==> src/rtl/twi_mem_pkg.sv <==
package twi_mem_pkg;

  localparam int BYTE_W = 8;
  localparam logic [3:0] DEV_TYPE = 4'b1010;

  typedef enum logic [3:0] {
    ST_IDLE,
    ST_DEVADDR,
    ST_DEVACK,
    ST_WORDADDR,
    ST_WORDACK,
    ST_WDATA,
    ST_WDATAACK,
    ST_WAITSTOP,
    ST_RDATA,
    ST_RACK
  } ctrlState_t;

  // strobes from control into datapath
  typedef struct packed {
    logic shiftIn;
    logic loadPtr;
    logic incPtr;
    logic holdData;
    logic startWrite;
    logic loadTx;
    logic shiftTx;
  } dpStrobes_t;

endpackage

==> src/rtl/twi_mem_bus_sync.sv <==
module twi_mem_bus_sync #(
  parameter int SYNC_STAGES = 2
) (
  input  logic clk,
  input  logic rstN,
  input  logic sclIn,
  input  logic sdaIn,
  output logic sclLvl,
  output logic sdaLvl,
  output logic sclRise,
  output logic sclFall,
  output logic startDet,
  output logic stopDet
);

  logic sclPrev, sdaPrev;

  generate
    if (SYNC_STAGES == 1) begin : g_single
      always_ff @(posedge clk) begin
        if (!rstN) begin
          sclLvl <= 1'b1;
          sdaLvl <= 1'b1;
        end else begin
          sclLvl <= sclIn;
          sdaLvl <= sdaIn;
        end
      end
    end else begin : g_chain
      logic [SYNC_STAGES-1:0] sclPipe, sdaPipe;
      always_ff @(posedge clk) begin
        if (!rstN) begin
          sclPipe <= '1;
          sdaPipe <= '1;
        end else begin
          sclPipe <= {sclPipe[SYNC_STAGES-2:0], sclIn};
          sdaPipe <= {sdaPipe[SYNC_STAGES-2:0], sdaIn};
        end
      end
      assign sclLvl = sclPipe[SYNC_STAGES-1];
      assign sdaLvl = sdaPipe[SYNC_STAGES-1];
    end
  endgenerate

  always_ff @(posedge clk) begin
    if (!rstN) begin
      sclPrev <= 1'b1;
      sdaPrev <= 1'b1;
    end else begin
      sclPrev <= sclLvl;
      sdaPrev <= sdaLvl;
    end
  end

  assign sclRise  = sclLvl & ~sclPrev;
  assign sclFall  = ~sclLvl & sclPrev;
  assign startDet = sclLvl & sclPrev & sdaPrev & ~sdaLvl;
  assign stopDet  = sclLvl & sclPrev & ~sdaPrev & sdaLvl;

  // a start and a stop cannot be seen in the same cycle
  AST_START_STOP_EXCL: assert property (@(posedge clk) disable iff (!rstN)
    !(startDet && stopDet));

endmodule

==> src/rtl/twi_mem_datapath.sv <==
module twi_mem_datapath
  import twi_mem_pkg::*;
#(
  parameter int ADDR_W       = 8,
  parameter int WRITE_CYCLES = 5000
) (
  input  logic              clk,
  input  logic              rstN,
  input  dpStrobes_t        strobes,
  input  logic              sdaLvl,
  output logic [BYTE_W-1:0] rxByte,
  output logic              txMsb,
  output logic              busy
);

  localparam int MEM_DEPTH = 1 << ADDR_W;
  localparam int TIMER_W   = $clog2(WRITE_CYCLES + 1);
  localparam logic [TIMER_W-1:0] TIMER_LAST = TIMER_W'(WRITE_CYCLES - 1);

  logic [BYTE_W-1:0] rxShift, txShift, wrData;
  logic [ADDR_W-1:0] ptr, wrAddr;
  logic [TIMER_W-1:0] timer;
  logic commit;
  logic [BYTE_W-1:0] mem [MEM_DEPTH];

  assign commit = busy && (timer == TIMER_LAST);
  assign rxByte = rxShift;
  assign txMsb  = txShift[BYTE_W-1];

  // serial receive register, sampled on SCL rising edges
  always_ff @(posedge clk) begin
    if (!rstN)               rxShift <= '0;
    else if (strobes.shiftIn) rxShift <= {rxShift[BYTE_W-2:0], sdaLvl};
  end

  // address pointer
  always_ff @(posedge clk) begin
    if (!rstN)               ptr <= '0;
    else if (commit)         ptr <= wrAddr + ADDR_W'(1);
    else if (strobes.loadPtr) ptr <= rxShift[ADDR_W-1:0];
    else if (strobes.incPtr)  ptr <= ptr + ADDR_W'(1);
  end

  // pending write held until the stop
  always_ff @(posedge clk) begin
    if (!rstN) begin
      wrData <= '0;
      wrAddr <= '0;
    end else if (strobes.holdData) begin
      wrData <= rxShift;
      wrAddr <= ptr;
    end
  end

  // self-timed programming interval
  always_ff @(posedge clk) begin
    if (!rstN) begin
      busy  <= 1'b0;
      timer <= '0;
    end else if (strobes.startWrite) begin
      busy  <= 1'b1;
      timer <= '0;
    end else if (commit) begin
      busy  <= 1'b0;
    end else if (busy) begin
      timer <= timer + TIMER_W'(1);
    end
  end

  always_ff @(posedge clk) begin
    if (commit) mem[wrAddr] <= wrData;
  end

  // serial transmit register, shifted on SCL falling edges
  always_ff @(posedge clk) begin
    if (!rstN)                txShift <= '1;
    else if (strobes.loadTx)  txShift <= mem[ptr];
    else if (strobes.shiftTx) txShift <= {txShift[BYTE_W-2:0], 1'b1};
  end

  AST_TIMER_BOUND: assert property (@(posedge clk) disable iff (!rstN)
    busy |-> (timer <= TIMER_LAST));

  AST_NO_START_WHEN_BUSY: assert property (@(posedge clk) disable iff (!rstN)
    busy |-> !strobes.startWrite && !strobes.loadTx && !strobes.shiftIn);

endmodule

==> src/rtl/twi_mem_ctrl.sv <==
module twi_mem_ctrl
  import twi_mem_pkg::*;
(
  input  logic              clk,
  input  logic              rstN,
  input  logic              sclRise,
  input  logic              sclFall,
  input  logic              startDet,
  input  logic              stopDet,
  input  logic [2:0]        strapPins,
  input  logic [BYTE_W-1:0] rxByte,
  input  logic              txMsb,
  input  logic              busy,
  output dpStrobes_t        strobes,
  output logic              sdaDriveLow
);

  localparam int CNT_W = $clog2(BYTE_W + 1);
  localparam logic [CNT_W-1:0] LAST_BIT = CNT_W'(BYTE_W - 1);

  ctrlState_t state, stateNext;
  logic [CNT_W-1:0] bitCnt, bitCntNext;
  logic byteDone, byteDoneNext;
  logic ackDrive, ackDriveNext;
  logic sendMode, sendModeNext;
  logic addrMatch, isRead;

  assign addrMatch = (rxByte[7:4] == DEV_TYPE) && (rxByte[3:1] == strapPins);
  assign isRead    = rxByte[0];

  always_comb begin
    stateNext    = state;
    bitCntNext   = bitCnt;
    byteDoneNext = byteDone;
    ackDriveNext = ackDrive;
    sendModeNext = sendMode;
    strobes      = '0;
    if (busy) begin
      stateNext    = ST_IDLE;
      bitCntNext   = '0;
      byteDoneNext = 1'b0;
      ackDriveNext = 1'b0;
      sendModeNext = 1'b0;
    end else if (stopDet) begin
      stateNext          = ST_IDLE;
      bitCntNext         = '0;
      byteDoneNext       = 1'b0;
      ackDriveNext       = 1'b0;
      sendModeNext       = 1'b0;
      strobes.startWrite = (state == ST_WAITSTOP);
    end else if (startDet) begin
      stateNext    = ST_DEVADDR;
      bitCntNext   = '0;
      byteDoneNext = 1'b0;
      ackDriveNext = 1'b0;
      sendModeNext = 1'b0;
    end else begin
      unique case (state)
        ST_DEVADDR, ST_WORDADDR, ST_WDATA: begin
          if (sclRise && !byteDone) begin
            strobes.shiftIn = 1'b1;
            bitCntNext      = bitCnt + CNT_W'(1);
            byteDoneNext    = (bitCnt == LAST_BIT);
          end else if (sclFall && byteDone) begin
            byteDoneNext = 1'b0;
            bitCntNext   = '0;
            if (state == ST_DEVADDR) begin
              if (addrMatch) begin
                stateNext    = ST_DEVACK;
                ackDriveNext = 1'b1;
              end else begin
                stateNext = ST_IDLE;
              end
            end else if (state == ST_WORDADDR) begin
              stateNext       = ST_WORDACK;
              ackDriveNext    = 1'b1;
              strobes.loadPtr = 1'b1;
            end else begin
              stateNext        = ST_WDATAACK;
              ackDriveNext     = 1'b1;
              strobes.holdData = 1'b1;
            end
          end
        end
        ST_DEVACK: begin
          if (sclFall) begin
            ackDriveNext = 1'b0;
            if (isRead) begin
              stateNext      = ST_RDATA;
              strobes.loadTx = 1'b1;
              sendModeNext   = 1'b1;
            end else begin
              stateNext = ST_WORDADDR;
            end
          end
        end
        ST_WORDACK: begin
          if (sclFall) begin
            ackDriveNext = 1'b0;
            stateNext    = ST_WDATA;
          end
        end
        ST_WDATAACK: begin
          if (sclFall) begin
            ackDriveNext = 1'b0;
            stateNext    = ST_WAITSTOP;
          end
        end
        ST_RDATA: begin
          if (sclRise && !byteDone) begin
            bitCntNext   = bitCnt + CNT_W'(1);
            byteDoneNext = (bitCnt == LAST_BIT);
          end else if (sclFall && byteDone) begin
            sendModeNext   = 1'b0;
            byteDoneNext   = 1'b0;
            bitCntNext     = '0;
            strobes.incPtr = 1'b1;
            stateNext      = ST_RACK;
          end else if (sclFall) begin
            strobes.shiftTx = 1'b1;
          end
        end
        ST_RACK: begin
          if (sclRise) stateNext = ST_IDLE;
        end
        default: ;
      endcase
    end
  end

  always_ff @(posedge clk) begin
    if (!rstN) begin
      state    <= ST_IDLE;
      bitCnt   <= '0;
      byteDone <= 1'b0;
      ackDrive <= 1'b0;
      sendMode <= 1'b0;
    end else begin
      state    <= stateNext;
      bitCnt   <= bitCntNext;
      byteDone <= byteDoneNext;
      ackDrive <= ackDriveNext;
      sendMode <= sendModeNext;
    end
  end

  assign sdaDriveLow = ackDrive | (sendMode & ~txMsb);

  AST_ACK_ON_MATCH: assert property (@(posedge clk) disable iff (!rstN)
    ($rose(ackDrive) && state == ST_DEVACK) |->
      (rxByte[7:4] == DEV_TYPE) && (rxByte[3:1] == strapPins));

  AST_IDLE_SILENT: assert property (@(posedge clk) disable iff (!rstN)
    (state == ST_IDLE) |-> !ackDrive && !sendMode);

  AST_START_RESTARTS: assert property (@(posedge clk) disable iff (!rstN)
    (startDet && !busy) |=> (state == ST_DEVADDR) && (bitCnt == '0));

endmodule

==> src/rtl/twi_mem_slave.sv <==
module twi_mem_slave #(
  parameter int ADDR_W       = 8,
  parameter int WRITE_CYCLES = 5000,
  parameter int SYNC_STAGES  = 2
) (
  input  logic       clk,
  input  logic       rstN,
  input  logic       sclIn,
  input  logic       sdaIn,
  input  logic [2:0] strapPins,
  output logic       sdaDriveLow
);

  import twi_mem_pkg::*;

  logic sclLvl, sdaLvl, sclRise, sclFall, startDet, stopDet;
  logic [BYTE_W-1:0] rxByte;
  logic txMsb, busy;
  dpStrobes_t strobes;

  twi_mem_bus_sync #(.SYNC_STAGES(SYNC_STAGES)) uSync (
    .clk      (clk),
    .rstN     (rstN),
    .sclIn    (sclIn),
    .sdaIn    (sdaIn),
    .sclLvl   (sclLvl),
    .sdaLvl   (sdaLvl),
    .sclRise  (sclRise),
    .sclFall  (sclFall),
    .startDet (startDet),
    .stopDet  (stopDet)
  );

  twi_mem_ctrl uCtrl (
    .clk         (clk),
    .rstN        (rstN),
    .sclRise     (sclRise),
    .sclFall     (sclFall),
    .startDet    (startDet),
    .stopDet     (stopDet),
    .strapPins   (strapPins),
    .rxByte      (rxByte),
    .txMsb       (txMsb),
    .busy        (busy),
    .strobes     (strobes),
    .sdaDriveLow (sdaDriveLow)
  );

  twi_mem_datapath #(.ADDR_W(ADDR_W), .WRITE_CYCLES(WRITE_CYCLES)) uDp (
    .clk     (clk),
    .rstN    (rstN),
    .strobes (strobes),
    .sdaLvl  (sdaLvl),
    .rxByte  (rxByte),
    .txMsb   (txMsb),
    .busy    (busy)
  );

  AST_QUIET_WHILE_BUSY: assert property (@(posedge clk) disable iff (!rstN)
    busy |-> !sdaDriveLow);

  AST_WRITE_ON_STOP: assert property (@(posedge clk) disable iff (!rstN)
    $rose(busy) |-> $past(stopDet));

  AST_DRIVE_SCL_LOW: assert property (@(posedge clk) disable iff (!rstN)
    $rose(sdaDriveLow) |-> !sclLvl);

endmodule

==> config.mk <==
export PLATFORM = sky130hd
export DESIGN_NAME = twi_mem_slave
export DESIGN_NICKNAME = d
export VERILOG_FILES = /design/src/rtl/twi_mem_pkg.sv /design/src/rtl/twi_mem_bus_sync.sv /design/src/rtl/twi_mem_datapath.sv /design/src/rtl/twi_mem_ctrl.sv /design/src/rtl/twi_mem_slave.sv
export SDC_FILE = /design/constraint.sdc
export NUM_CORES = 2
export LEC_CHECK = 0
export BUFFER_PORTS_ARGS = -buffer_cell sky130_fd_sc_hd__buf_2
export CAP_MARGIN = 20
export CORE_MARGIN = 3
export CORE_UTILIZATION = 60
export CTS_BUF_LIST = sky130_fd_sc_hd__clkbuf_2 sky130_fd_sc_hd__clkbuf_4 sky130_fd_sc_hd__clkbuf_8
export DETAILED_ROUTE_END_ITERATION = 8
export PLACE_DENSITY = 0.79
export SYNTH_ARGS = -nofsm -noshare
export SYNTH_HDL_FRONTEND = slang
export SYNTH_SLANG_ARGS = --single-unit
==> constraint.sdc <==
create_clock -name clk -period 8.16 [get_ports clk]
set_clock_uncertainty 0.15 [all_clocks]
set_input_delay 0.408 -clock clk [delete_from_list [all_inputs] [get_ports clk]]
set_output_delay 0.408 -clock clk [all_outputs]
set_load 0.02 [all_outputs]
==> summary.md <==
| Metric | Value |
|---|---|
| Status | finished clean |
| Sw Share | 0.196 |
| Sink Count | between 2,000 and 2,500 |
| Worst slew pin tran | 1.12 ns |
| Core Footprint | 136,000 um^2 |
| Grt ovf | 0 |
| Crit. End Element | flop |
| I/O pin count | 8 |
| Combinational share of power | 0.002 |
| RSZ-0062 raised after global routing | false |
| P_leak | ~28 nW |
| First-pass GRT wire length | 294,000 um |
| Fin. Hold Viols | 0 |
| Proportion of power drawn by the clock network | 0.422 |
| Cell Rows | about 140 |
| Syn_nets | slightly above 4,000 |
| Synth top area share | 0.742 |
| Hold_buf cts | 9 |
| Post-synth top cells | edfxtp_1, mux4_2, nor2_1 |
| Post-Syn Instances | just over 4,000 |
| DR WL/cell | 31.9 um |
| Fin crit period | ~4.6 ns |
| Setup TNS | 0 ns |
| Final wirelength | roughly 200,000 um |
| DRC Markers | 0 |
| Num CTS Buffers | 340 |
| Nets | about 4,300 |
| Gpl congestion | 0.883 |
| Clock latency on the worst-skew pair | 1.02 ns |
| Worst-path clk slew | about 0.060 ns |
| Largest net degree at the start of global routing | 209 |
| Max-cap viol count | 0 |
| P per Cell Area | 224 nW/um^2 |
| Max VDD drop | 0.151 mV |
| Port Buffer Count | 7 |
| Ratio of cells with drive above 1 in the final layout | 0.245 |
| Critical Path AT | 5.30 ns |
| Synth area leaders | edfxtp_1, mux4_2, mux2i_1 |
| Final ANT Viol Nets | 0 |
| Dpl cells | 5,731 |
| Root Buffer | clkbuf_8 |
| Tcrit/Tclk final | 0.568 |
| Top_reg_cell synth | edfxtp_1 |
| DIE HEIGHT | between 300 and 400 um |
| Initial core utilization | 0.608 |
| FFs w/ async S/R, synth | 0 |
| F_max | roughly 220 MHz |
| Seq cells post-synth | 2,127 |
| H-tree levels | 5 |
| Yosys warning total | 0 |
| Slew headroom | 0.234 |
| Cell Int Power | 0.0164 W |
| Max Slew Vio Count | 0 |
| Cell with the most instances after synthesis | edfxtp_1 |
| Area growth, synth to finish | 10.2% |
| DIE AREA | 143,000 um^2 |
| Sequential Power Share | 0.576 |
| Switch Pwr | 0.00401 W |
| Post-CTS resize count | 0 |
| Routed vias | roughly 43,000 |
| Vias in the first global route | 42,937 |
| Postcts setup bufs | 0 |
| Pre-Repair DR Iteration Count | 6 |
| Final setup violation count | 0 |
| Synthesized area per cell | slightly above 20 um^2 |
| Req. time, crit path | 8.82 ns |
| Number of synthesized flops with an enable pin | 2,048 |
| CP Class | reg2reg |
| CTS tree | done |
| Unique masters post-synth | 58 |
| Initial antenna violation count | 2 |
| Fin cells | 6,335 |
| Crit path max fanout | 47 |
| Die X | 378 um |
| Vias per cell | 6.85 |
| Hold Path Class | reg2reg |
| 1st-iter DRT viols | 6,461 |
| CP Launch Type | flop |
| Dominant cell type by area after synthesis | edfxtp_1 |
| Overall routing resource usage | 0.287 |
| Post-Syn Area | 82,900 um^2 |
| Overall power | 0.0204 W |
| Clock Path Buffers | 4 |
| Dpl hpwl | 118,000 um |
| Register area share after synthesis | 0.761 |
[final timing paths]
path,startpoint,endpoint,slack [ns],depth (start not counted)
worst max-delay path,flop,uDp.txShift[3],3.52,7
worst min-delay path,uSync.g_chain.sdaPipe[0],uSync.g_chain.sdaPipe[1],0.27,1
worst min register to register,uSync.g_chain.sdaPipe[0],uSync.g_chain.sdaPipe[1],0.27,1
worst max register to register,flop,uDp.txShift[3],3.52,7
[cell usage in the layout, fill, tap and decap left out, types with 65 or more instances in the layout]
cell,synthesis,routed
buf_4,18,65
edfxtp_1,2048,2048
dfxtp_1,79,66
clkinv_1,1,85
a21oi_1,82,82
mux2i_1,205,205
mux4_2,476,476
nor2_1,315,309
clkbuf_8,0,347
clkbuf_4,0,106
a22oi_1,100,100
nand2_1,84,84
nand3_1,67,67
[through the flow]
stage / setup WS (ns) / cell area [um^2] / utilization / hold slack [ns]
2_1_floorplan: 3.76 / 82900 / - / 0.236
3_3_place_gp: 3.61 / 84800 / 0.622 / 0.250
3_5_place_dp: 3.52 / 84900 / 0.623 / 0.253
4_1_cts: 3.50 / 91300 / 0.670 / 0.275
5_1_grt: 3.29 / 91400 / 0.671 / 0.293
6_report: 3.52 / 91400 / 0.671 / 0.265
[cell families (layout without fill, tap and decap cells)]
family,count (synthesis),count (layout),share of synthesized area
muxes,695,695,0.156
other,0,1,0
adders and majority gates,7,7,0.00106
and+or+nand+nor,621,621,0.0337
xor gates and xnor gates,29,29,0.00306
AOI/OAI and AO/OA,372,372,0.0312
buffers and inverters,258,702,0.0144
DFF,2127,2127,0.761
[critical path, cell delays in order, from the launching register on]
cell,delay (ns)
dfxtp_4,0.87
buf_4,0.71
buf_4,0.39
mux4_2,0.35
mux4_2,0.58
a22o_1,0.21
a2111oi_0,0.96
o31ai_1,0.18
[cell type report]
class	instances	area [um^2]
inverter	14	57.6
sequential	2127	63100
multi-input combinational	1724	18700
antenna	1	2.50
clock buffer	453	5570
timing repair buffer	98	932
fill	8183	44900
tap	1781	2230
clock inverter	137	776
[power groups by stage]
stage	Sequential [W]	Combinational, W	Clock, W
floorplan	0.0120	0.0000234	0
global placement	0.0120	0.0000274	0
detailed placement	0.0120	0.0000282	0
CTS	0.0118	0.0000312	0.00870
global route	0.0118	0.0000344	0.00920
finish	0.0118	0.0000315	0.00863
[flip-flops by register name, summed over array words and instances, names as in the netlist, named ones only]
name,cells
uDp.busy,1
uDp.ptr,8
uCtrl.byteDone,1
uDp.mem,2048
uDp.rxByte,8
uCtrl.state,4
uSync.sdaPrev,1
uDp.wrData,8
uDp.timer,13
uSync.sclPrev,1
uSync.g_chain.sdaPipe,2
uDp.wrAddr,8
uCtrl.ackDrive,1
uSync.g_chain.sclPipe,2
uCtrl.sendMode,1
uCtrl.bitCnt,4
uDp.txShift,8
[per-layer routing]
metal  wire length, um  track usage
met5                31            0
met3             25500       0.0785
met4              9480        0.121
met2             93200        0.429
met1             73500        0.406
No activity file was read; power rests on OpenSTA's default activity.
